### config.mk
export PLATFORM = sky130hd
export DESIGN_NAME = sas_unit
export DESIGN_NICKNAME = d
export VERILOG_FILES = /design/src/rtl/sas_pkg.sv /design/src/rtl/sas_decode.sv /design/src/rtl/sas_datapath.sv /design/src/rtl/sas_outstage.sv /design/src/rtl/sas_unit.sv
export SDC_FILE = /design/constraint.sdc
export NUM_CORES = 1
export LEC_CHECK = 0
export ABC_AREA = 1
export BUFFER_PORTS_ARGS = -buffer_cell sky130_fd_sc_hd__buf_4
export CORE_MARGIN = 2
export CORE_UTILIZATION = 50
export DETAILED_ROUTE_END_ITERATION = 6
export GPL_TIMING_DRIVEN = 0
export PLACE_DENSITY = 0.76
export SLEW_MARGIN = 20
export SYNTH_ARGS = -nofsm -noshare
export SYNTH_HDL_FRONTEND = slang
export SYNTH_SLANG_ARGS = --single-unit
### constraint.sdc
create_clock -name clk -period 6.5 [get_ports clk]
set_input_delay 0.65 -clock clk [delete_from_list [all_inputs] [get_ports clk]]
set_output_delay 0.65 -clock clk [all_outputs]
set_load 0.005 [all_outputs]
### src/rtl/sas_pkg.sv
package sas_pkg;
  localparam int XLEN   = 64;
  localparam int WORD   = XLEN / 2;
  localparam int IW     = 32;
  localparam int REGW   = 5;
  localparam int SMW    = 2;
  localparam int SHW    = SMW + 1;
  localparam int FLAGW  = 3;
  localparam int MAXSH  = (1 << SMW);

  typedef enum logic [1:0] {
    VAR_FULL  = 2'd0,
    VAR_SWORD = 2'd1,
    VAR_UWORD = 2'd2,
    VAR_NONE  = 2'd3
  } variant_e;

  typedef struct packed {
    logic [XLEN-1:0]  result;
    logic [REGW-1:0]  dest;
    logic [FLAGW-1:0] flags;
    logic             illegal;
  } rec_t;
endpackage

### src/rtl/sas_decode.sv
module sas_decode
  import sas_pkg::*;
#(
  parameter logic [5:0] OPC_MAJOR = 6'd22,
  parameter logic [7:0] XO_FULL   = 8'd1,
  parameter logic [7:0] XO_SWORD  = 8'd2,
  parameter logic [7:0] XO_UWORD  = 8'd3
) (
  input  logic [IW-1:0]   insn,
  output variant_e        variant,
  output logic [REGW-1:0] dest,
  output logic [SMW-1:0]  sm,
  output logic            rc
);
  // LSB-0 positions of the MSB-first format fields
  localparam int PO_LO = IW - 6;
  localparam int RT_LO = PO_LO - REGW;
  localparam int SM_LO = IW - 23;
  localparam int XO_LO = 1;

  logic [5:0] po;
  logic [7:0] xo;
  logic       unused_src;

  assign po         = insn[IW-1:PO_LO];
  assign dest       = insn[PO_LO-1:RT_LO];
  assign sm         = insn[SM_LO+SMW-1:SM_LO];
  assign xo         = insn[XO_LO+7:XO_LO];
  assign rc         = insn[0];
  assign unused_src = ^insn[RT_LO-1:SM_LO+SMW];

  always_comb begin
    variant = VAR_NONE;
    if (po == OPC_MAJOR) begin
      if (xo == XO_FULL)       variant = VAR_FULL;
      else if (xo == XO_SWORD) variant = VAR_SWORD;
      else if (xo == XO_UWORD) variant = VAR_UWORD;
    end
  end
endmodule

### src/rtl/sas_datapath.sv
module sas_datapath
  import sas_pkg::*;
(
  input  variant_e         variant,
  input  logic [SMW-1:0]   sm,
  input  logic             rc,
  input  logic [XLEN-1:0]  base,
  input  logic [XLEN-1:0]  index,
  output logic [XLEN-1:0]  result,
  output logic [FLAGW-1:0] flags,
  output logic             illegal
);
  logic [XLEN-1:0] narrowed;
  logic [SHW-1:0]  shamt;
  logic [XLEN-1:0] sum;
  logic            lt, eq;

  always_comb begin
    case (variant)
      VAR_SWORD: narrowed = {{(XLEN-WORD){index[WORD-1]}}, index[WORD-1:0]};
      VAR_UWORD: narrowed = {{(XLEN-WORD){1'b0}}, index[WORD-1:0]};
      default:   narrowed = index;
    endcase
  end

  assign shamt   = SHW'(sm) + SHW'(1);
  assign sum     = (narrowed << shamt) + base;
  assign illegal = (variant == VAR_NONE);
  assign result  = illegal ? '0 : sum;
  assign lt      = result[XLEN-1];
  assign eq      = (result == '0);
  assign flags   = (rc && !illegal) ? {lt, !lt && !eq, eq} : '0;

  logic [XLEN-1:0] diff;
  logic [XLEN-1:0] low_mask;
  assign diff     = result - base;
  assign low_mask = (XLEN'(1) << shamt) - XLEN'(1);

  always_comb begin
    if (!illegal)
      p_scale_align_r1: assert ((diff & low_mask) == '0);
    if (variant == VAR_UWORD)
      p_uw_range_r4: assert ((diff >> (WORD + MAXSH)) == '0);
    if (variant == VAR_SWORD)
      p_sw_sign_r3: assert (diff[XLEN-1:WORD+MAXSH] ==
                            {(XLEN-WORD-MAXSH){index[WORD-1]}});
    if (rc && !illegal)
      p_flag_onehot_r6: assert ($onehot(flags));
    else
      p_flag_quiet_r6: assert (flags == '0);
    if (illegal)
      p_illegal_zero_r7: assert (result == '0);
  end
endmodule

### src/rtl/sas_outstage.sv
module sas_outstage
  import sas_pkg::*;
#(
  parameter bit OUT_REG = 1'b1
) (
  input  logic clk,
  input  logic rst_n,
  input  logic in_valid,
  output logic in_ready,
  input  rec_t in_rec,
  output logic out_valid,
  input  logic out_ready,
  output rec_t out_rec
);
  generate
    if (OUT_REG) begin : g_reg
      logic full;
      rec_t held;

      always_ff @(posedge clk) begin
        if (!rst_n) full <= 1'b0;
        else if (in_ready) full <= in_valid;
      end

      always_ff @(posedge clk) begin
        if (in_valid && in_ready) held <= in_rec;
      end

      assign in_ready  = !full || out_ready;
      assign out_valid = full;
      assign out_rec   = held;

      p_hold_r8: assert property (@(posedge clk) disable iff (!rst_n)
        (out_valid && !out_ready) |=> (out_valid && $stable(out_rec)));
      p_stall_r8: assert property (@(posedge clk) disable iff (!rst_n)
        (in_valid && in_ready) |=> out_valid);
    end else begin : g_comb
      logic unused_clk;
      assign unused_clk = clk ^ rst_n;
      assign in_ready   = out_ready;
      assign out_valid  = in_valid;
      assign out_rec    = in_rec;
    end
  endgenerate
endmodule

### src/rtl/sas_unit.sv
module sas_unit
  import sas_pkg::*;
#(
  parameter bit         OUT_REG   = 1'b1,
  parameter logic [5:0] OPC_MAJOR = 6'd22,
  parameter logic [7:0] XO_FULL   = 8'd1,
  parameter logic [7:0] XO_SWORD  = 8'd2,
  parameter logic [7:0] XO_UWORD  = 8'd3
) (
  input  logic             clk,
  input  logic             rst_n,
  input  logic             in_valid,
  output logic             in_ready,
  input  logic [IW-1:0]    in_insn,
  input  logic [XLEN-1:0]  in_base,
  input  logic [XLEN-1:0]  in_index,
  output logic             out_valid,
  input  logic             out_ready,
  output logic [XLEN-1:0]  out_result,
  output logic [REGW-1:0]  out_dest,
  output logic [FLAGW-1:0] out_flags,
  output logic             out_illegal
);
  variant_e        variant;
  logic [REGW-1:0] dest;
  logic [SMW-1:0]  sm;
  logic            rc;
  rec_t            rec_in, rec_out;

  sas_decode #(
    .OPC_MAJOR(OPC_MAJOR), .XO_FULL(XO_FULL),
    .XO_SWORD(XO_SWORD), .XO_UWORD(XO_UWORD)
  ) u_decode (
    .insn(in_insn), .variant(variant), .dest(dest), .sm(sm), .rc(rc)
  );

  sas_datapath u_dp (
    .variant(variant), .sm(sm), .rc(rc),
    .base(in_base), .index(in_index),
    .result(rec_in.result), .flags(rec_in.flags), .illegal(rec_in.illegal)
  );

  assign rec_in.dest = dest;

  sas_outstage #(.OUT_REG(OUT_REG)) u_out (
    .clk(clk), .rst_n(rst_n),
    .in_valid(in_valid), .in_ready(in_ready), .in_rec(rec_in),
    .out_valid(out_valid), .out_ready(out_ready), .out_rec(rec_out)
  );

  assign out_result  = rec_out.result;
  assign out_dest    = rec_out.dest;
  assign out_flags   = rec_out.flags;
  assign out_illegal = rec_out.illegal;

  p_reset_r9: assert property (@(posedge clk) !rst_n |=> (!out_valid && in_ready));
endmodule

==> metrics.md, run 1 <==
| Metric | Value |
|---|---|
| Maxcap violations | 0 |
| CP max-delay cell | sky130_fd_sc_hd__nor4b_1 |
| Layout overhead on the synthesized area | 21.4% |
| GR met1 Demand/Resource | 0.471 |
| CTS tree | yes |
| Number of levels the H-tree was split into | 3 |
| First drt pass iteration count | 5 |
| Post-Place Cells | between 2k and 3k |
| Routability Congestion | 0.988 |
| Vias | around 14k |
| CTS Buffer Depth | 2 |
| Maximum cell stage delay along the critical path | 710 ps |
| Maximum fanout encountered on the critical timing path | 10 |
| Slew margin rel. | 0.418 |
| Sink count of the clock tree | 74 |
| Antenna violation net count after detailed routing | 0 |
| Hold buffer count at cts | 0 |
| Worst Path Required | around 6600 ps |
| Final wirelength | 43.5 mm |
| Number of synthesis warnings | 0 |
| Maximum number of pins on one net before global-route repair | 28 |
| Starting DRT DRC Count | 1040 |
| Clock latency reported for the late side of the worst-skew pair | around 330 ps |
| Vias in the first global route | between 10k and 15k |
| Category of the most critical setup path | in2reg |
| Fin nets | 2601 |
| Gate count after technology mapping | 2129 |
| Wire length of the first global-routing pass | ~66 mm |
| Cell count of the worst hold path | 1 |
| Number of library cell types mapped by synthesis | 39 |
| Most used routing layer | met2 |
| Post-CTS Setup Repair Bufs | 0 |
| Root Buffer | sky130_fd_sc_hd__clkbuf_16 |
| Number of flip-flops and latches in the synthesized netlist | 74 |
| Non-filler instance count after layout | 2660 |
| Floorplan die area | 24200 um^2 |
| Final setup violating endpoints | 0 |
| Clock slew seen by the registers of the worst setup and hold paths | 70 ps |
| Run status | complete, no violations |
| Fraction of layout instances using a drive strength above 1 | 0.143 |
| Global routing usage on met3 | 0.0550 |
| Die height | 156 um |
| Worst ir drop on vdd | about 0.13 mV |
| Time the worst path needs with I/O delays and setup | 5900 ps |
| Total grt overflow | 0 |
| Register area share after synthesis | 0.193 |
| CP endpoint kind | register |
| Final period utilization | 0.907 |
| Number of buffers added by the clock tree synthesis step | 9 |
| Core region area | 22600 um^2 |
| Number of diodes | 0 |
| Lkg Pwr | roughly 8.6 nW |
| Starting Density | 0.509 |
| Maximum frequency from static timing analysis | 170 MHz |
| Average size of a mapped cell | 5.39 um^2 |
| Remaining design rule violation count | 0 |
| Pins Over Slew Limit | 0 |
| Number of antenna violations at the first check in global routing | 0 |
| Final setup TNS | 0 ps |
| Power density over the cells | 179 nW/um^2 |
| Synthesized netlist net count | 2360 |
| Hold Slack | 485 ps |
| Data arrival time of the worst path | roughly 6000 ps |
| Launching element type of the critical path | input port |
| Clock Skews | 6.72 ps |
| # resized after CTS | 0 |
| Post-DP HPWL | 38.0 mm |
| Path type of the worst min-delay path | in2reg |
| Die outline width | 156 um |
| Via density per instance | approximately 5.2 |
| Site row count | 55 |
| Number of endpoints with negative hold slack in the final report | 0 |
| Mapped cell area | 11500 um^2 |
| Path depth of the worst reg2reg path | 3 |
| Post-DR wirelength/cell | 16.4 um |
| Number of ports placed on the die boundary | 239 |
| Met2 global-route usage | 0.589 |
| Number of input and output port buffers inserted | 228 |
| Actual slew at the worst max-slew pin | 873 ps |
| GRT Overall Usage | 0.356 |
| Most common cell type on the critical path | sky130_fd_sc_hd__nand2_1 |
| Setup repair after global routing missed its margin | no |
==> metal layers <==
metal / vias up / part of all wire
met3: 83 / 0.093
met5: - / 0
met4: 0 / 0.038
met2: 605 / 0.44
li1: 7041 / -
met1: 6083 / 0.42
==> metrics by stage <==
| stage | cell area (um^2) | worst slack, ps | util | power (W) |
|---|---|---|---|---|
| 3_3_place_gp | 13600 | 372 | 0.600 | 0.00189 |
| 2_1_floorplan | 11500 | 1750 | - | 0.00148 |
| 3_5_place_dp | 13600 | 285 | 0.603 | 0.00192 |
| 6_report | 13900 | 603 | 0.618 | 0.00250 |
| 4_1_cts | 13900 | 644 | 0.618 | 0.00247 |
| 5_1_grt | 13900 | 163 | 0.618 | 0.00269 |
==> cells in the mapped netlist <==
library cell | instances | area (um^2)
sky130_fd_sc_hd__or2_1 | 3 | 18.8
sky130_fd_sc_hd__nor4_1 | 5 | 31.3
sky130_fd_sc_hd__nor3_4 | 1 | 16.3
sky130_fd_sc_hd__nor2_1 | 110 | 413
sky130_fd_sc_hd__nor4b_1 | 1 | 8.76
sky130_fd_sc_hd__nand4_1 | 22 | 138
sky130_fd_sc_hd__buf_1 | 14 | 52.6
sky130_fd_sc_hd__nand3b_1 | 23 | 173
sky130_fd_sc_hd__dfxtp_1 | 1 | 20.0
sky130_fd_sc_hd__mux2i_1 | 7 | 70.1
sky130_fd_sc_hd__o21bai_1 | 2 | 15.0
sky130_fd_sc_hd__a31oi_1 | 3 | 18.8
sky130_fd_sc_hd__nor2_2 | 29 | 181
sky130_fd_sc_hd__or2_0 | 1 | 6.26
sky130_fd_sc_hd__inv_2 | 17 | 63.8
sky130_fd_sc_hd__o21ai_0 | 97 | 485
sky130_fd_sc_hd__clkbuf_1 | 33 | 124
sky130_fd_sc_hd__clkinv_1 | 2 | 7.51
sky130_fd_sc_hd__fa_1 | 1 | 20.0
sky130_fd_sc_hd__nand2_2 | 17 | 106
sky130_fd_sc_hd__and3_1 | 2 | 12.5
sky130_fd_sc_hd__inv_1 | 432 | 1620
sky130_fd_sc_hd__a21boi_0 | 1 | 7.51
sky130_fd_sc_hd__nand3_1 | 182 | 911
sky130_fd_sc_hd__o211ai_1 | 1 | 7.51
sky130_fd_sc_hd__edfxtp_1 | 73 | 2190
sky130_fd_sc_hd__and2_1 | 1 | 6.26
sky130_fd_sc_hd__nand3_2 | 12 | 120
sky130_fd_sc_hd__or2_2 | 7 | 43.8
sky130_fd_sc_hd__nor3_1 | 13 | 65.1
sky130_fd_sc_hd__nor2_4 | 2 | 22.5
sky130_fd_sc_hd__buf_2 | 5 | 25.0
sky130_fd_sc_hd__nor3_2 | 4 | 40.0
sky130_fd_sc_hd__a22o_1 | 1 | 8.76
sky130_fd_sc_hd__ha_1 | 66 | 826
sky130_fd_sc_hd__or3_1 | 1 | 6.26
sky130_fd_sc_hd__nand2_1 | 873 | 3280
sky130_fd_sc_hd__o21a_1 | 1 | 7.51
sky130_fd_sc_hd__a21oi_1 | 63 | 315
==> critical path: cells and delay by family <==
family / cells / cell delay [ps]
AND/OR/NAND/NOR: 20 / 2950
buffers and inverters: 8 / 840
adder cells (fa/ha/maj): 2 / 670
AO/OA/AOI/OAI: 4 / 890
==> flip-flops by register name (all words and copies together) (netlist names) <==
name / count
u_out.out_valid: 1
u_out.out_rec: 73
==> cell type report <==
cell class	count	area, um^2
fillers	2264	8630
multi-input cells	1552	7390
flip-flops and latches	74	2210
repair buffers	230	1770
inverters	451	1690
well taps	285	357
clock buffers	10	229
plain buffers	52	201
clock inverters	6	90.1
==> kinds of logic (layout without fill, tap and decap cells) <==
group / Yosys count / in the layout / share of synthesized area
and+or+nand+nor: 1309 / 1309 / 0.487
buffers and inverters: 503 / 749 / 0.165
AOI/OAI and AO/OA: 169 / 169 / 0.0754
DFF: 74 / 74 / 0.193
adders and majority gates: 67 / 67 / 0.0736
muxes: 7 / 7 / 0.00610
==> placed cells by master, fill, tap and decap left out, drive strengths merged, types with 2 or more instances in the layout <==
cell / synthesis / routed
a21oi: 63 / 63
a31oi: 3 / 3
and3: 2 / 2
buf: 19 / 249
bufinv: 0 / 2
clkbuf: 33 / 43
clkinv: 2 / 4
edfxtp: 73 / 73
ha: 66 / 66
inv: 449 / 450
mux2i: 7 / 7
nand2: 890 / 890
nand3: 194 / 194
nand3b: 23 / 23
nand4: 22 / 22
nor2: 141 / 141
nor3: 18 / 18
nor4: 5 / 5
o21ai: 97 / 97
o21bai: 2 / 2
or2: 11 / 11
==> report_power, final <==
part	total [W]	internal, W	switching [W]
clock network	0.000550	0.000338	0.000212
registers	0.000554	0.000547	0.00000690
logic	0.00139	0.000475	0.000919
==> worst paths after layout <==
path / from / to / slack, ps
worst max-delay path: in_insn[26] / u_out.out_rec[2] / 600
worst min-delay path: in_insn[24] / u_out.out_rec[7] / 490
worst max register to register: u_out.out_valid / u_out.out_rec[20] / 4680
worst min register to register: u_out.out_valid / u_out.out_valid / 570
No activity file was read; power rests on OpenSTA's default activity.
==> run 2, diff against run 1 <==
--- a/config.mk
+++ b/config.mk
@@ -12,6 +12,7 @@
 export DETAILED_ROUTE_END_ITERATION = 6
 export GPL_TIMING_DRIVEN = 0
 export PLACE_DENSITY = 0.76
+export RECOVER_POWER = 25
 export SLEW_MARGIN = 20
 export SYNTH_ARGS = -nofsm -noshare
 export SYNTH_HDL_FRONTEND = slang
==> run 2 against run 1 <==
  * Fmax about the same
  * Sequential power barely moved
  * Core utilization is essentially flat
  * First-iteration DRC count rose by 0.19%
  * Flip-flop and latch count unchanged
  * Non-clock buffer count unchanged
  * Critical path type unchanged
  * Largest cell class unchanged
  * Largest power group unchanged
==> metrics.md, run 2 (same netlist as run 1, synthesis figures left out) <==
| Metric | Value |
|---|---|
| Max FFs per register | 73 (unchanged) |
| Final setup TNS | 0 ps (unchanged) |
| Post-CTS Setup Repair Bufs | 0 (unchanged) |
| CP max-delay cell | sky130_fd_sc_hd__nor4b_1 (unchanged) |
| Data arrival time of the worst path | 6000 ps (about the same) |
| Layout overhead on the synthesized area | 21.3% (was 21.4%) |
| Post-DR wirelength/cell | 16.3 um (was 16.4 um) |
| Setup repair after global routing missed its margin | no (unchanged) |
| Category of cells accounting for the largest share of critical-path delay | simple AND/OR/NAND/NOR gates (unchanged) |
| Antenna violation net count after detailed routing | 0 (unchanged) |
| Hold Slack | 506 ps (was 485 ps) |
| Die height | 156 um (unchanged) |
| CTS tree | yes (unchanged) |
| Post-DP HPWL | 38.0 mm (unchanged) |
| Clock Skews | 8.13 ps (was 6.72 ps) |
| Vias | 13.8k (about the same) |
| Floorplan die area | 24200 um^2 (unchanged) |
| Actual slew at the worst max-slew pin | 899 ps (was 873 ps) |
| Final wirelength | 43.4 mm (was 43.5 mm) |
| Number of antenna violations at the first check in global routing | 0 (unchanged) |
| Fin nets | 2601 (unchanged) |
| Maximum fanout encountered on the critical timing path | 10 (unchanged) |
| Leading cell type in the layout, fill and taps excluded | sky130_fd_sc_hd__nand2_1 (unchanged) |
| Launching element type of the critical path | input port (unchanged) |
| Clock slew seen by the registers of the worst setup and hold paths | 70 ps (about the same) |
| Starting DRT DRC Count | 1042 (was 1040) |
| Site row count | 55 (unchanged) |
| Maximum frequency from static timing analysis | 170 MHz (about the same) |
| Maximum number of pins on one net before global-route repair | 28 (unchanged) |
| Via density per instance | 5.19 (about the same) |
| Cell area reported after detailed placement | 13600 um^2 (unchanged) |
| First drt pass iteration count | 5 (unchanged) |
| Post-Place Cells | 2644 (unchanged) |
| Vias in the first global route | 12.8k (unchanged) |
| CTS Buffer Depth | 2 (unchanged) |
| Category of the most critical setup path | in2reg (unchanged) |
| Root Buffer | sky130_fd_sc_hd__clkbuf_16 (unchanged) |
| Remaining design rule violation count | 0 (unchanged) |
| Clock latency reported for the late side of the worst-skew pair | 340 ps (was 330 ps) |
| Maxcap violations | 0 (unchanged) |
| Number of buffers added by the clock tree synthesis step | 9 (unchanged) |
| Worst ir drop on vdd | 0.128 mV (was 0.129 mV) |
| Number of input and output port buffers inserted | 228 (unchanged) |
| Most common cell type on the critical path | sky130_fd_sc_hd__nand2_1 (unchanged) |
| Number of diodes | 0 (unchanged) |
| Number of ports placed on the die boundary | 239 (unchanged) |
| Maximum cell stage delay along the critical path | 700 ps (was 710 ps) |
| Worst Path Required | 6610 ps (about the same) |
| Share of the core filled with cells in the final layout | 0.617 (was 0.618) |
| CP endpoint kind | register (unchanged) |
| Time the worst path needs with I/O delays and setup | 5900 ps (about the same) |
| Final cell area excluding filler cells | 13900 um^2 (about the same) |
| Die outline width | 156 um (unchanged) |
| Final setup violating endpoints | 0 (unchanged) |
| # resized after CTS | 0 (unchanged) |
| Sink count of the clock tree | 74 (unchanged) |
| Number of levels the H-tree was split into | 3 (unchanged) |
| Pins Over Slew Limit | 0 (unchanged) |
| Lkg Pwr | 8.55 nW (was 8.57 nW) |
| Worst path bufs/invs | 8 (unchanged) |
| Slew margin rel. | 0.400 (was 0.418) |
| Power density over the cells | 179 nW/um^2 (about the same) |
| Number of endpoints with negative hold slack in the final report | 0 (unchanged) |
| Run status | complete, no violations (unchanged) |
| Non-filler instance count after layout | 2660 (unchanged) |
| Final period utilization | 0.907 (about the same) |
| Starting Density | 0.509 (unchanged) |
| Total grt overflow | 0 (unchanged) |
| Most used cells in the layout excluding fill and tap cells | sky130_fd_sc_hd__nand2_1, sky130_fd_sc_hd__inv_1, sky130_fd_sc_hd__nand3_1, sky130_fd_sc_hd__buf_4, sky130_fd_sc_hd__nor2_1 (was sky130_fd_sc_hd__nand2_1, sky130_fd_sc_hd__inv_1, sky130_fd_sc_hd__buf_4, sky130_fd_sc_hd__nand3_1, sky130_fd_sc_hd__nor2_1) |
| Routability Congestion | 0.988 (unchanged) |
| Wire length of the first global-routing pass | 66.3 mm (unchanged) |
| GRT Overall Usage | 0.356 (unchanged) |
| Path type of the worst min-delay path | in2reg (unchanged) |
| Hold buffer count at cts | 0 (unchanged) |
| Core region area | 22600 um^2 (unchanged) |
| Fillcell total | 2266 (was 2264) |
| Fraction of layout instances using a drive strength above 1 | 0.142 (was 0.143) |
run 2: cell count changes in the layout (fill, tap and decap cells not counted):
| cell | delta |
|---|---|
| sky130_fd_sc_hd__clkbuf_4 | +53 |
| sky130_fd_sc_hd__buf_4 | -55 |
| sky130_fd_sc_hd__clkbuf_1 | +2 |
run 2: worst reg2reg max path, delay by kind of cell, from the launching register on:
kind | cells | cell delay [ps]
AO/OA/AOI/OAI | 1 | 680
buffers and inverters | 2 | 480
flip-flops | 1 | 350
run 2: final timing paths:
check,startpoint,slack [ps],end,cells after the start
setup reg to reg,u_out.out_valid,4680,u_out.out_rec[20],3
setup / recovery,in_insn[26],600,u_out.out_rec[2],34
hold / removal,in_insn[24],510,u_out.out_rec[7],1
hold reg to reg,u_out.out_valid,580,u_out.out_valid,2
run 2: layout make-up:
| type | instances | area, um^2 | area share |
|---|---|---|---|
| Clock inverter | 6 | 90.1 | 0.00647 |
| Clock buffer | 10 | 229 | 0.0164 |
| Buffer | 52 | 201 | 0.0145 |
| Timing Repair Buffer | 230 | 1760 | 0.126 |
| Sequential cell | 74 | 2210 | 0.159 |
| Inverter | 451 | 1690 | 0.122 |
| Multi-Input combinational cell | 1552 | 7390 | 0.530 |
| Tap cell | 285 | 357 | 0.0256 |
run 2: per-layer routing:
| layer | track usage | wire, um |
|---|---|---|
| met5 | 0 | 0 |
| met4 | 0.133 | 1650 |
| met3 | 0.0550 | 4060 |
| met2 | 0.589 | 19300 |
| met1 | 0.471 | 18400 |
run 2: metrics by stage:
stage          worst slack [ps]  total power (W)
3_5_place_dp                285          0.00192
3_3_place_gp                372          0.00189
2_1_floorplan              1750          0.00148
5_1_grt                     163          0.00268
4_1_cts                     644          0.00247
6_report                    603          0.00250
run 2: power by group:
group | switching [W] | total, W | internal [W]
registers | 0.00000659 | 0.000554 | 0.000547
logic | 0.000921 | 0.00139 | 0.000473
clock network | 0.000214 | 0.000552 | 0.000338
